$ cat config.mk
export PLATFORM = sky130hd
export DESIGN_NAME = px_unpack
export DESIGN_NICKNAME = d
export VERILOG_FILES = /design/src/rtl/px_unpack_pkg.sv /design/src/rtl/px_lane_order.sv /design/src/rtl/px_field_unpack.sv /design/src/rtl/px_alpha_range.sv /design/src/rtl/px_unpack.sv
export SDC_FILE = /design/constraint.sdc
export NUM_CORES = 1
export LEC_CHECK = 0
export ABC_AREA = 1
export CAP_MARGIN = 20
export CELL_PAD_IN_SITES_DETAIL_PLACEMENT = 2
export CELL_PAD_IN_SITES_GLOBAL_PLACEMENT = 2
export CORE_ASPECT_RATIO = 1.4
export CORE_MARGIN = 10
export CORE_UTILIZATION = 27
export CTS_CLUSTER_SIZE = 40
export DETAILED_ROUTE_END_ITERATION = 10
export PLACE_DENSITY_LB_ADDON = 0.1
export SLEW_MARGIN = 20
export SYNTH_ARGS = -nofsm -noshare
export SYNTH_HDL_FRONTEND = slang
export SYNTH_SLANG_ARGS = --single-unit
$ cat constraint.sdc
create_clock -name clk -period 2.1 [get_ports clk]
set_input_delay 0.21 -clock clk [delete_from_list [all_inputs] [get_ports clk]]
set_output_delay 0.21 -clock clk [all_outputs]
set_load 0.1 [all_outputs]
$ cat src/rtl/px_unpack_pkg.sv
package px_unpack_pkg;

  localparam int PX_LANE_W  = 8;
  localparam int PX_LANES   = 4;
  localparam int PX_WORD_W  = PX_LANE_W * PX_LANES;
  localparam int PX_CNT_W   = $clog2(PX_LANES + 1);
  localparam int PX_FMT_W   = 5;

  typedef enum logic [PX_FMT_W-1:0] {
    FMT_RGB565   = 5'h00,
    FMT_RGB888   = 5'h01,
    FMT_RGB888X  = 5'h02,
    FMT_A8RGB565 = 5'h04,
    FMT_ARGB8888 = 5'h05,
    FMT_ARGB1555 = 5'h06,
    FMT_ARGB4444 = 5'h07
  } px_fmt_e;

  typedef struct packed {
    logic [PX_LANE_W-1:0] a;
    logic [PX_LANE_W-1:0] r;
    logic [PX_LANE_W-1:0] g;
    logic [PX_LANE_W-1:0] b;
  } argb_t;

  // number of bytes the stored pixel occupies for a given code
  function automatic logic [PX_CNT_W-1:0] fmt_lanes(input logic [PX_FMT_W-1:0] f);
    case (f)
      FMT_RGB565, FMT_ARGB1555, FMT_ARGB4444: fmt_lanes = PX_CNT_W'(2);
      FMT_RGB888, FMT_A8RGB565:               fmt_lanes = PX_CNT_W'(3);
      default:                                fmt_lanes = PX_CNT_W'(4);
    endcase
  endfunction

  function automatic logic [7:0] widen5(input logic [4:0] c);
    widen5 = {c, c[4:2]};
  endfunction

  function automatic logic [7:0] widen6(input logic [5:0] c);
    widen6 = {c, c[5:4]};
  endfunction

  function automatic logic [7:0] widen4(input logic [3:0] c);
    widen4 = {c, c};
  endfunction

endpackage

$ cat src/rtl/px_lane_order.sv
module px_lane_order #(
  parameter  int LANES  = 4,
  parameter  int LANE_W = 8,
  localparam int CNT_W  = $clog2(LANES + 1),
  localparam int W      = LANES * LANE_W
) (
  input  logic [W-1:0]     word_i,
  input  logic [CNT_W-1:0] count_i,
  input  logic             swap_i,
  output logic [W-1:0]     word_o
);

  logic [LANES-1:0][LANE_W-1:0] lin;
  assign lin = word_i;

  for (genvar gi = 0; gi < LANES; gi++) begin : g_lane
    logic [LANE_W-1:0] pick;
    always_comb begin
      pick = '0;
      for (int k = 0; k < LANES; k++) begin
        if (gi < int'(count_i)) begin
          if (swap_i ? (k == int'(count_i) - 1 - gi) : (k == gi)) begin
            pick = lin[k];
          end
        end
      end
    end
    assign word_o[gi*LANE_W +: LANE_W] = pick;
  end

endmodule

$ cat src/rtl/px_field_unpack.sv
module px_field_unpack
  import px_unpack_pkg::*;
(
  input  logic [PX_WORD_W-1:0] word_i,
  input  logic [PX_FMT_W-1:0]  fmt_i,
  input  logic                 aswap_i,
  output argb_t                px_o,
  output logic                 alpha8_o,
  output logic                 supported_o
);

  logic [31:0] n32;
  logic [23:0] n24;
  logic [15:0] n16a1, n16a4;

  // alpha at the bottom: rotate it back to the top of the pixel
  assign n32   = aswap_i ? {word_i[7:0], word_i[31:8]}  : word_i;
  assign n24   = aswap_i ? {word_i[7:0], word_i[23:8]}  : word_i[23:0];
  assign n16a1 = aswap_i ? {word_i[0],   word_i[15:1]}  : word_i[15:0];
  assign n16a4 = aswap_i ? {word_i[3:0], word_i[15:4]}  : word_i[15:0];

  always_comb begin
    px_o        = '0;
    alpha8_o    = 1'b0;
    supported_o = 1'b1;
    case (fmt_i)
      FMT_RGB565: begin
        px_o.a = 8'hFF;
        px_o.r = widen5(word_i[15:11]);
        px_o.g = widen6(word_i[10:5]);
        px_o.b = widen5(word_i[4:0]);
      end
      FMT_RGB888: begin
        px_o = {8'hFF, word_i[23:0]};
      end
      FMT_RGB888X: begin
        px_o = {8'hFF, n32[23:0]};
      end
      FMT_A8RGB565: begin
        alpha8_o = 1'b1;
        px_o.a   = n24[23:16];
        px_o.r   = widen5(n24[15:11]);
        px_o.g   = widen6(n24[10:5]);
        px_o.b   = widen5(n24[4:0]);
      end
      FMT_ARGB8888: begin
        alpha8_o = 1'b1;
        px_o     = n32;
      end
      FMT_ARGB1555: begin
        px_o.a = {8{n16a1[15]}};
        px_o.r = widen5(n16a1[14:10]);
        px_o.g = widen5(n16a1[9:5]);
        px_o.b = widen5(n16a1[4:0]);
      end
      FMT_ARGB4444: begin
        px_o.a = widen4(n16a4[15:12]);
        px_o.r = widen4(n16a4[11:8]);
        px_o.g = widen4(n16a4[7:4]);
        px_o.b = widen4(n16a4[3:0]);
      end
      default: begin
        supported_o = 1'b0;
      end
    endcase
  end

endmodule

$ cat src/rtl/px_alpha_range.sv
module px_alpha_range #(
  parameter int CH_W = 8
) (
  input  logic [CH_W-1:0] alpha_i,
  input  logic            reduce_i,
  output logic [CH_W-1:0] alpha_o
);

  logic [CH_W:0] sum;
  assign sum     = {1'b0, alpha_i} + (CH_W+1)'(1);
  assign alpha_o = reduce_i ? sum[CH_W:1] : alpha_i;

endmodule

$ cat src/rtl/px_unpack.sv
module px_unpack
  import px_unpack_pkg::*;
#(
  parameter int CTRL_W         = 32,
  parameter int FMT_LSB        = 0,
  parameter int ALPHA_FULL_BIT = 5,
  parameter int ALPHA_SWAP_BIT = 6,
  parameter int BYTE_SWAP_BIT  = 23
) (
  input  logic                 clk,
  input  logic                 rst_n,
  input  logic [CTRL_W-1:0]    ctrl,
  input  logic                 in_valid,
  output logic                 in_ready,
  input  logic [PX_WORD_W-1:0] in_word,
  output logic                 out_valid,
  input  logic                 out_ready,
  output logic [PX_WORD_W-1:0] out_pixel,
  output logic                 out_bad_fmt
);

  localparam logic [CTRL_W-1:0] USED_MASK =
      (CTRL_W'((1 << PX_FMT_W) - 1) << FMT_LSB) |
      (CTRL_W'(1) << ALPHA_FULL_BIT) |
      (CTRL_W'(1) << ALPHA_SWAP_BIT) |
      (CTRL_W'(1) << BYTE_SWAP_BIT);

  logic [PX_FMT_W-1:0]  fmt;
  logic                 full_range, alpha_swap, byte_swap;
  logic [PX_CNT_W-1:0]  lanes;
  logic [PX_WORD_W-1:0] ordered;
  argb_t                raw_px;
  logic                 alpha8, supported;
  logic [PX_LANE_W-1:0] alpha_out;
  logic                 unused_ctrl;

  assign fmt         = ctrl[FMT_LSB +: PX_FMT_W];
  assign full_range  = ctrl[ALPHA_FULL_BIT];
  assign alpha_swap  = ctrl[ALPHA_SWAP_BIT];
  assign byte_swap   = ctrl[BYTE_SWAP_BIT];
  assign unused_ctrl = ^(ctrl & ~USED_MASK);
  assign lanes       = fmt_lanes(fmt);

  px_lane_order #(
    .LANES  (PX_LANES),
    .LANE_W (PX_LANE_W)
  ) u_order (
    .word_i  (in_word),
    .count_i (lanes),
    .swap_i  (byte_swap),
    .word_o  (ordered)
  );

  px_field_unpack u_fields (
    .word_i      (ordered),
    .fmt_i       (fmt),
    .aswap_i     (alpha_swap),
    .px_o        (raw_px),
    .alpha8_o    (alpha8),
    .supported_o (supported)
  );

  px_alpha_range #(
    .CH_W (PX_LANE_W)
  ) u_range (
    .alpha_i  (raw_px.a),
    .reduce_i (alpha8 && !full_range),
    .alpha_o  (alpha_out)
  );

  assign in_ready = !out_valid || out_ready;

  always_ff @(posedge clk or negedge rst_n) begin
    if (!rst_n) begin
      out_valid   <= 1'b0;
      out_pixel   <= '0;
      out_bad_fmt <= 1'b0;
    end else if (in_ready) begin
      out_valid <= in_valid;
      if (in_valid) begin
        out_pixel   <= {alpha_out, raw_px.r, raw_px.g, raw_px.b};
        out_bad_fmt <= !supported;
      end
    end
  end

endmodule

==> results.yml, run 1 <==
global_routing:
  grt_max_degree: 42
  antenna_found_initial: 0
synthesis:
  synth_warnings: 0
  synth_cell_types: 44
  postSynthCellCount: 665
  ys_ff_latch: 34
  synthArstFlopShare_pct: 100
  synth-main-ff-cell: "dfrtp_1"
  synth_fp_nets: 734
  synth.avg_cell_area_um2: 5.83
  synthesis.area_um2: 3880
  synth_edf_count: 0
  yosysSeqAreaShare_pct: 21.9
placement:
  place.port_buffers: 78
  hpwl_um: 19700
  place_congestion: 0.972
  pre_cts_ws_ns: -0.989
outcome:
  status: "did not finish"
  flow.stopped_at: "global routing"
  tool.error: "[ERROR DPL-0033] detailed placement checks failed during check placement."
floorplan:
  pin_count: 103
  fp-row-count: 51
  start_util_pct: 27.7
  die_h_um: 162
  fp.dieW_um: 121
clock_tree:
  cts.path.max_buffers: 2
  cts.sinks: 34
  cts-buffers-inserted: 5
  holdBufCountCts: 0
  clock-root-buffer: "clkbuf_16"
  cts_max_level: 2
sta:
  worst_endpoint: "out_pixel[29]$_DFFE_PN0P_/D"
  worst-ep-kind: "sequential cell input"
[synth_stat cells (2+ instances only)]
master,count,area (um2)
nand2_1,244,916
nand3_1,79,395
o21ai_0,57,285
inv_1,51,191
nor2_1,45,169
dfrtp_1,34,851
a21oi_1,24,120
clkbuf_1,18,67.6
nand2_2,12,75.1
nand4_1,8,50.1
o22ai_1,8,50.1
nor2_2,7,43.8
nor3_1,7,35.0
o211ai_1,7,52.6
o2111ai_1,6,52.6
nand3_2,5,50.1
buf_1,4,15.0
inv_2,4,15.0
nand3_4,4,70.1
nor2_4,4,45.0
a21oi_2,3,26.3
buf_6,3,33.8
nand2_4,3,33.8
o221ai_1,3,26.3
buf_2,2,10.0
o211ai_2,2,25.0
o31ai_1,2,15.0
or2_0,2,12.5
xor2_1,2,17.5
[metrics by stage]
step	hold slack, ns	std cells	area [um2]	setup TNS, ns	utilization, %
2_1_floorplan	-0.0856	665	3940	-0.154	-
4_1_cts	0.350	1094	6750	-0.380	48.3
3_3_place_gp	0.465	1061	5990	-21.88	42.9
3_5_place_dp	0.476	1061	5990	-27.39	42.9
[logic make-up after synthesis]
kind of cell	after synthesis	share of synthesized area, %
AND/OR/NAND/NOR	425	50.1
AO/OA/AOI/OAI	118	17.9
buffers and inverters	85	9.26
flip-flops	34	21.9
XOR/XNOR	2	0.452
adder cells (fa/ha/maj)	1	0.323
[repair_timing]
item / in CTS
gates resized for setup: 141
buffers inserted: 25
pin swaps: 58
setup endpoints to repair: 33
==> run 2: changes to the inputs <==
--- a/config.mk
+++ b/config.mk
@@ -7,14 +7,10 @@
 export LEC_CHECK = 0
 export ABC_AREA = 1
 export CAP_MARGIN = 20
-export CELL_PAD_IN_SITES_DETAIL_PLACEMENT = 2
-export CELL_PAD_IN_SITES_GLOBAL_PLACEMENT = 2
-export CORE_ASPECT_RATIO = 1.4
 export CORE_MARGIN = 10
-export CORE_UTILIZATION = 27
-export CTS_CLUSTER_SIZE = 40
+export CORE_UTILIZATION = 25
 export DETAILED_ROUTE_END_ITERATION = 10
-export PLACE_DENSITY_LB_ADDON = 0.1
+export PLACE_DENSITY_LB_ADDON = 0.15
 export SLEW_MARGIN = 20
 export SYNTH_ARGS = -nofsm -noshare
 export SYNTH_HDL_FRONTEND = slang
==> results.yml, run 2 <==
outcome:
  status: "finished with violations"
  violations: "setup timing"
global_routing:
  grt_pass1_vias: 5324
  use_met2_pct: 29.0
  grt_max_degree: 42
  use_met3_pct: 2.26
  grt_pass1_wl_um: 29500
  grt.busiest_layer: "met2"
  grt_remaining_overflow: 0
  track_usage_pct: 18.0
  grtUsageMet1_pct: 24.0
  antenna_found_initial: 0
floorplan:
  pin_count: 103
  core_um2: 15200
  start_util_pct: 25.5
  die_h_um: 145
  fp-row-count: 45
  fp.dieW_um: 145
  dieArea_um2: 20900
synthesis:
  synth_area_leaders: "nand2_1 24%, dfrtp_1 22%, nand3_1 10%, o21ai_0 7.4%, inv_1 4.9%"
  synth_fp_nets: 734
  synthArstFlopShare_pct: 100
  yosysSeqAreaShare_pct: 21.9
  synth_edf_count: 0
  ys_ff_latch: 34
  synth_warnings: 0
  netlist.area_leader.share_pct: 23.6
  yosysMostFrequentCell: "nand2_1"
  synthTopCellsByCount: "244 x nand2_1, 79 x nand3_1, 57 x o21ai_0"
  synth.avg_cell_area_um2: 5.83
  postSynthCellCount: 665
  synth_cell_types: 44
  synth_top_area_cell: "nand2_1"
  synthesis.area_um2: 3880
  synth-main-ff-cell: "dfrtp_1"
placement:
  pre_cts_ws_ns: -0.977
  dpl_cell_area_um2: 6000
  hpwl_um: 15600
  place.port_buffers: 78
  place_congestion: 0.973
routing:
  drtAntennaViolNets: 0
  drt_wl_total_um: 19600
  avgRoutedWirePerCell_um: 17.8
  drtIter0Drc: 419
  vias_per_cell: 5.05
  dr_total_vias: 5530
  drcViolationCount: 0
  dr.pass1.iters: 5
clock_tree:
  clock-root-buffer: "clkbuf_16"
  cts.path.max_buffers: 2
  clkTransAtPathRegs_ns: 0.06
  cts-buffers-inserted: 5
  clkLatencyLatePin_ns: 0.28
  cts_max_level: 2
  cts.sinks: 34
  cts_tree: "yes"
sta:
  slew_viol_final: 0
  max_freq_ghz: 0.466
  finalCritPeriodShare_pct: 102
  finalClockSkew_ns: 0.00675
  finalCriticalPeriod_ns: 2.15
  setup_viol: 1
  rsz0062_at_grt: "true"
  maxSlewHeadroom_pct: 70.9
  fin_ws_ns: -0.0462
  worst_pin_slew_ns: 0.436
  hold_viol_final: 0
critical_path:
  path_max_fanout: 6
  crit_type: "input port to register"
  end_kind: "register"
  reg2reg_to: "out_pixel[21]"
  crit_required_ns: 2.31
  r2r_cells: 8
  worstReg2RegStart: "out_valid"
  startpoint_type: "input port"
  r2r_setup_slack_ns: 0.78
  worst_ep_arrival_time_ns: 2.36
final_layout:
  largest_reg_flops: 32
  fin_area_um2: 7050
  final_common_cell: "nand2_1"
  area_growth_pct: 81.8
  antenna-diode-count: 0
  nNetsFinal: 976
  reg_top3: "out_pixel x32, out_bad_fmt x1, out_valid x1"
  most-common-layout-cells: "202 x nand2_1, 196 x buf_4, 55 x nand3_1"
  drive_gt1_share_pct: 43.8
  largest-register: "out_pixel"
flow_run:
  drv_cap: 0
power_and_ir_drop:
  ir_drop_v: 0.000258
  cellPowerDensity_nw_per_um2: 460
  leakage_nw: 3.55
min_path:
  worstHoldPathType: "input port to async pin"
-- run 2: cell families after synthesis --
group / Yosys count / synth area share (%)
xor gates and xnor gates: 2 / 0.452
adders and majority gates: 1 / 0.323
buffers and inverters: 85 / 9.26
and+or+nand+nor: 425 / 50.1
DFF: 34 / 21.9
AOI/OAI and AO/OA: 118 / 17.9
-- run 2: worst max path at each step --
stage	startpoint	to
6_report	ctrl[1]	out_pixel[28]
5_1_grt	ctrl[0]	out_pixel[28]
4_1_cts	ctrl[4]	out_pixel[26]
3_5_place_dp	ctrl[2]	out_pixel[23]
3_3_place_gp	ctrl[2]	out_pixel[22]
2_1_floorplan	ctrl[1]	out_pixel[27]
-- run 2: worst max-delay path, cell delays in order --
cell     delay [ns]
buf_6          0.10
nor2_4         0.20
nand3_4        0.16
nand3_4        0.17
nor2_8         0.07
buf_6          0.12
nand2_4        0.05
nand2_4        0.06
nand2_4        0.10
nand3_4        0.09
buf_6          0.12
buf_4          0.12
buf_4          0.12
nand3_1        0.07
nor2_1         0.05
nor2_1         0.17
nand3_2        0.08
nand2_1        0.08
nand3_2        0.07
a21oi_2        0.13
-- run 2: per-layer routing --
layer  up-vias  share of wire [%]
li1       2699                  -
met4         0                2.4
met3        37                5.6
met2       195                 47
met1      2599                 45
met5         -                  0
-- run 2: timing repair --
action | CTS | global route
endpoints found under the hold margin | 0 | 0
pin swaps | 44 | 85
gates cloned | 2 | 0
buffers inserted | 17 | 9
hold buffers | 0 | 0
setup endpoints to repair | 32 | 29
resized for setup | 91 | 136
-- run 2: layout make-up --
class / count / area [um2]
Sequential cell: 34 / 852
Fill cell: 1563 / 8150
Clock inverter: 1 / 5.00
Timing Repair Buffer: 263 / 2240
Inverter: 56 / 216
Clock buffer: 7 / 143
Tap cell: 188 / 235
Multi-Input combinational cell: 547 / 3360
-- run 2: power by group --
group / total, W / switching (W) / internal [W]
Clock: 0.000742 / 0.000273 / 0.000470
Sequential: 0.000742 / 0.0000307 / 0.000711
Combinational: 0.00176 / 0.00112 / 0.000634
Total: 0.00324 / 0.00143 / 0.00181
-- run 2: stage by stage --
step	cells	TNS [ns]	util, %	hold WS [ns]	power (W)
2_1_floorplan	665	-0.154	-	-0.0856	0.00162
5_1_grt	1096	-1.09	46.4	0.375	0.00340
3_3_place_gp	1064	-22.68	39.4	0.464	0.00230
6_report	1096	-0.0462	46.4	0.329	0.00324
4_1_cts	1091	-0.0431	43.3	0.347	0.00315
3_5_place_dp	1064	-23.94	39.4	0.467	0.00230
(Power assumes the default switching activity.)
==> run 3: changes to the inputs <==
--- a/config.mk
+++ b/config.mk
@@ -15,3 +15,4 @@
 export SYNTH_ARGS = -nofsm -noshare
 export SYNTH_HDL_FRONTEND = slang
 export SYNTH_SLANG_ARGS = --single-unit
+export TNS_END_PERCENT = 100
==> results of run 3 <==
Final layout, timing and power as in run 2 (identical DEF).
==> run 4: changes to the inputs <==
==> constraint.sdc (replaced) <==
create_clock -name clk -period 2.1 [get_ports clk]
set_input_delay 0.315 -clock clk [delete_from_list [all_inputs] [get_ports clk]]
set_output_delay 0.315 -clock clk [all_outputs]
set_load 0.1 [all_outputs]
==> results.yml, run 4 (synthesis results as in run 2) <==
power_and_ir_drop:
  fin_total_pwr_w: 0.00325
  ir_drop_v: 0.000291
  leakage_nw: 3.62
  cellPowerDensity_nw_per_um2: 451
sta:
  finalClockSkew_ns: 0.00446
  maxSlewHeadroom_pct: 70.9
  fin_ws_ns: -0.0902
  slew_viol_final: 0
  setup_viol: 12
  finalCritPeriodShare_pct: 104
  rsz0062_at_grt: "true"
  worst_pin_slew_ns: 0.436
  finalCriticalPeriod_ns: 2.19
  max_freq_ghz: 0.457
  hold_viol_final: 0
placement:
  dp_cells: 1060
  place.port_buffers: 78
  place_congestion: 0.995
  hpwl_um: 15400
final_layout:
  reg_top3: "out_pixel x32, out_bad_fmt x1, out_valid x1"
  largest_reg_flops: 32
  drive_gt1_share_pct: 48.0
  antenna-diode-count: 0
  fillerInstances: 1585
  largest-register: "out_pixel"
  most-common-layout-cells: "200 x buf_4, 193 x nand2_1, 46 x nand2_2"
  area_growth_pct: 86.2
  nNetsFinal: 982
  final_common_cell: "buf_4"
  final_util_pct: 47.5
  fin_cells: 1102
clock_tree:
  clkTransAtPathRegs_ns: 0.05
  cts_tree: "yes"
  cts.sinks: 34
  clock-root-buffer: "clkbuf_16"
  clkLatencyLatePin_ns: 0.28
  holdBufCountCts: 0
  cts.path.max_buffers: 2
  cts-buffers-inserted: 5
  cts_max_level: 2
routing:
  dr.pass1.iters: 6
  dr_total_vias: 5557
  drcViolationCount: 0
  vias_per_cell: 5.04
  avgRoutedWirePerCell_um: 17.7
  drtIter0Drc: 373
  drtAntennaViolNets: 0
  drt_wl_total_um: 19500
floorplan:
  dieArea_um2: 20900
  die_h_um: 145
  fp.dieW_um: 145
  fp-row-count: 45
  start_util_pct: 25.5
  pin_count: 103
  core_um2: 15200
global_routing:
  grt_pass1_vias: 5418
  grt_remaining_overflow: 0
  grt_pass1_wl_um: 29600
  grt_max_degree: 42
  track_usage_pct: 17.9
  antenna_found_initial: 0
critical_path:
  path_max_fanout: 7
  end_kind: "register"
  startpoint_type: "input port"
  crit_required_ns: 2.30
  crit_type: "input port to register"
  worst_ep_arrival_time_ns: 2.39
  r2r_cells: 8
outcome:
  status: "finished with violations"
  violations: "setup timing"
min_path:
  worstHoldPathType: "input port to async pin"
flow_run:
  drv_cap: 0
run 4: cell types whose count changed in the layout (fill, tap and decap cells not counted), moves of 5 or more:
cell,before,now
o21ai_1,15,21
nand3_1,55,40
o21ai_0,36,25
o21ai_2,7,12
nand2_2,35,46
nor2_2,12,7
nand3_2,18,35
nand2_1,202,193
run 4: worst max-delay path: stages:
cell	delay [ns]
buf_6	0.10
nor2_4	0.21
nand3_4	0.13
nand2_8	0.14
nor2_4	0.07
buf_6	0.13
nand3_4	0.06
nand3_4	0.11
a21oi_4	0.17
nand2_4	0.09
nand2_2	0.09
inv_2	0.05
nand2_4	0.09
ha_4	0.15
nand2_4	0.06
nor2_4	0.11
nand2_1	0.05
nand2_1	0.06
nand3_1	0.06
a21oi_1	0.13
run 4: report_power, final:
| group | total (W) | internal, W | switching, W | leakage (nW) |
|---|---|---|---|---|
| combinational | 0.00181 | 0.000657 | 0.00115 | 3.11 |
| sequential | 0.000743 | 0.000712 | 0.0000312 | 0.451 |
| clock | 0.000701 | 0.000441 | 0.000261 | 0.0652 |
| total | 0.00325 | 0.00181 | 0.00145 | 3.62 |
run 4: routing by layer:
| layer | GRT usage [%] | vias up | share of wire, % |
|---|---|---|---|
| met5 | 0 | - | 0 |
| met4 | 5.80 | 0 | 2.2 |
| met3 | 2.26 | 33 | 5.8 |
| met2 | 28.7 | 204 | 47 |
| met1 | 24.3 | 2610 | 45 |
| li1 | - | 2710 | - |
run 4: cell type report:
cell class	count	area (um2)	area share (%)
Multi-Input combinational cell	548	3510	48.6
Inverter	56	210	2.91
Tap cell	188	235	3.26
Clock buffer	8	136	1.89
Sequential cell	34	852	11.8
Timing Repair Buffer	268	2270	31.5
run 4: repair_timing:
| item | in CTS | in global routing |
|---|---|---|
| setup endpoints to repair | 32 | 32 |
| pin swaps | 48 | 87 |
| buffers inserted | 17 | 17 |
| gates resized for setup | 108 | 162 |
| cloned | 1 | 1 |
run 4: path summary, 6_finish.rpt:
check | start | endpoint | slack [ns]
max | ctrl[1] | out_pixel[29] | -0.09
min | rst_n | out_pixel[17] | 0.43
max reg2reg | out_valid | out_pixel[16] | 0.78
min reg2reg | out_pixel[10] | out_pixel[10] | 0.47
max in group asynchronous | rst_n | out_valid | 1.32
min in group clk | out_pixel[10] | out_pixel[10] | 0.47
run 4: per-stage QoR:
stage	worst slack (ns)	area, um2	setup TNS, ns	hold WS (ns)
after global placement	-0.981	5970	-26.22	0.465
final	-0.0902	7220	-0.522	0.434
after global routing	-0.232	7220	-2.47	0.491
after floorplan	-0.189	3940	-0.693	0.0194
after detailed placement	-0.990	5970	-26.72	0.470
after CTS	-0.0976	6500	-0.636	0.457
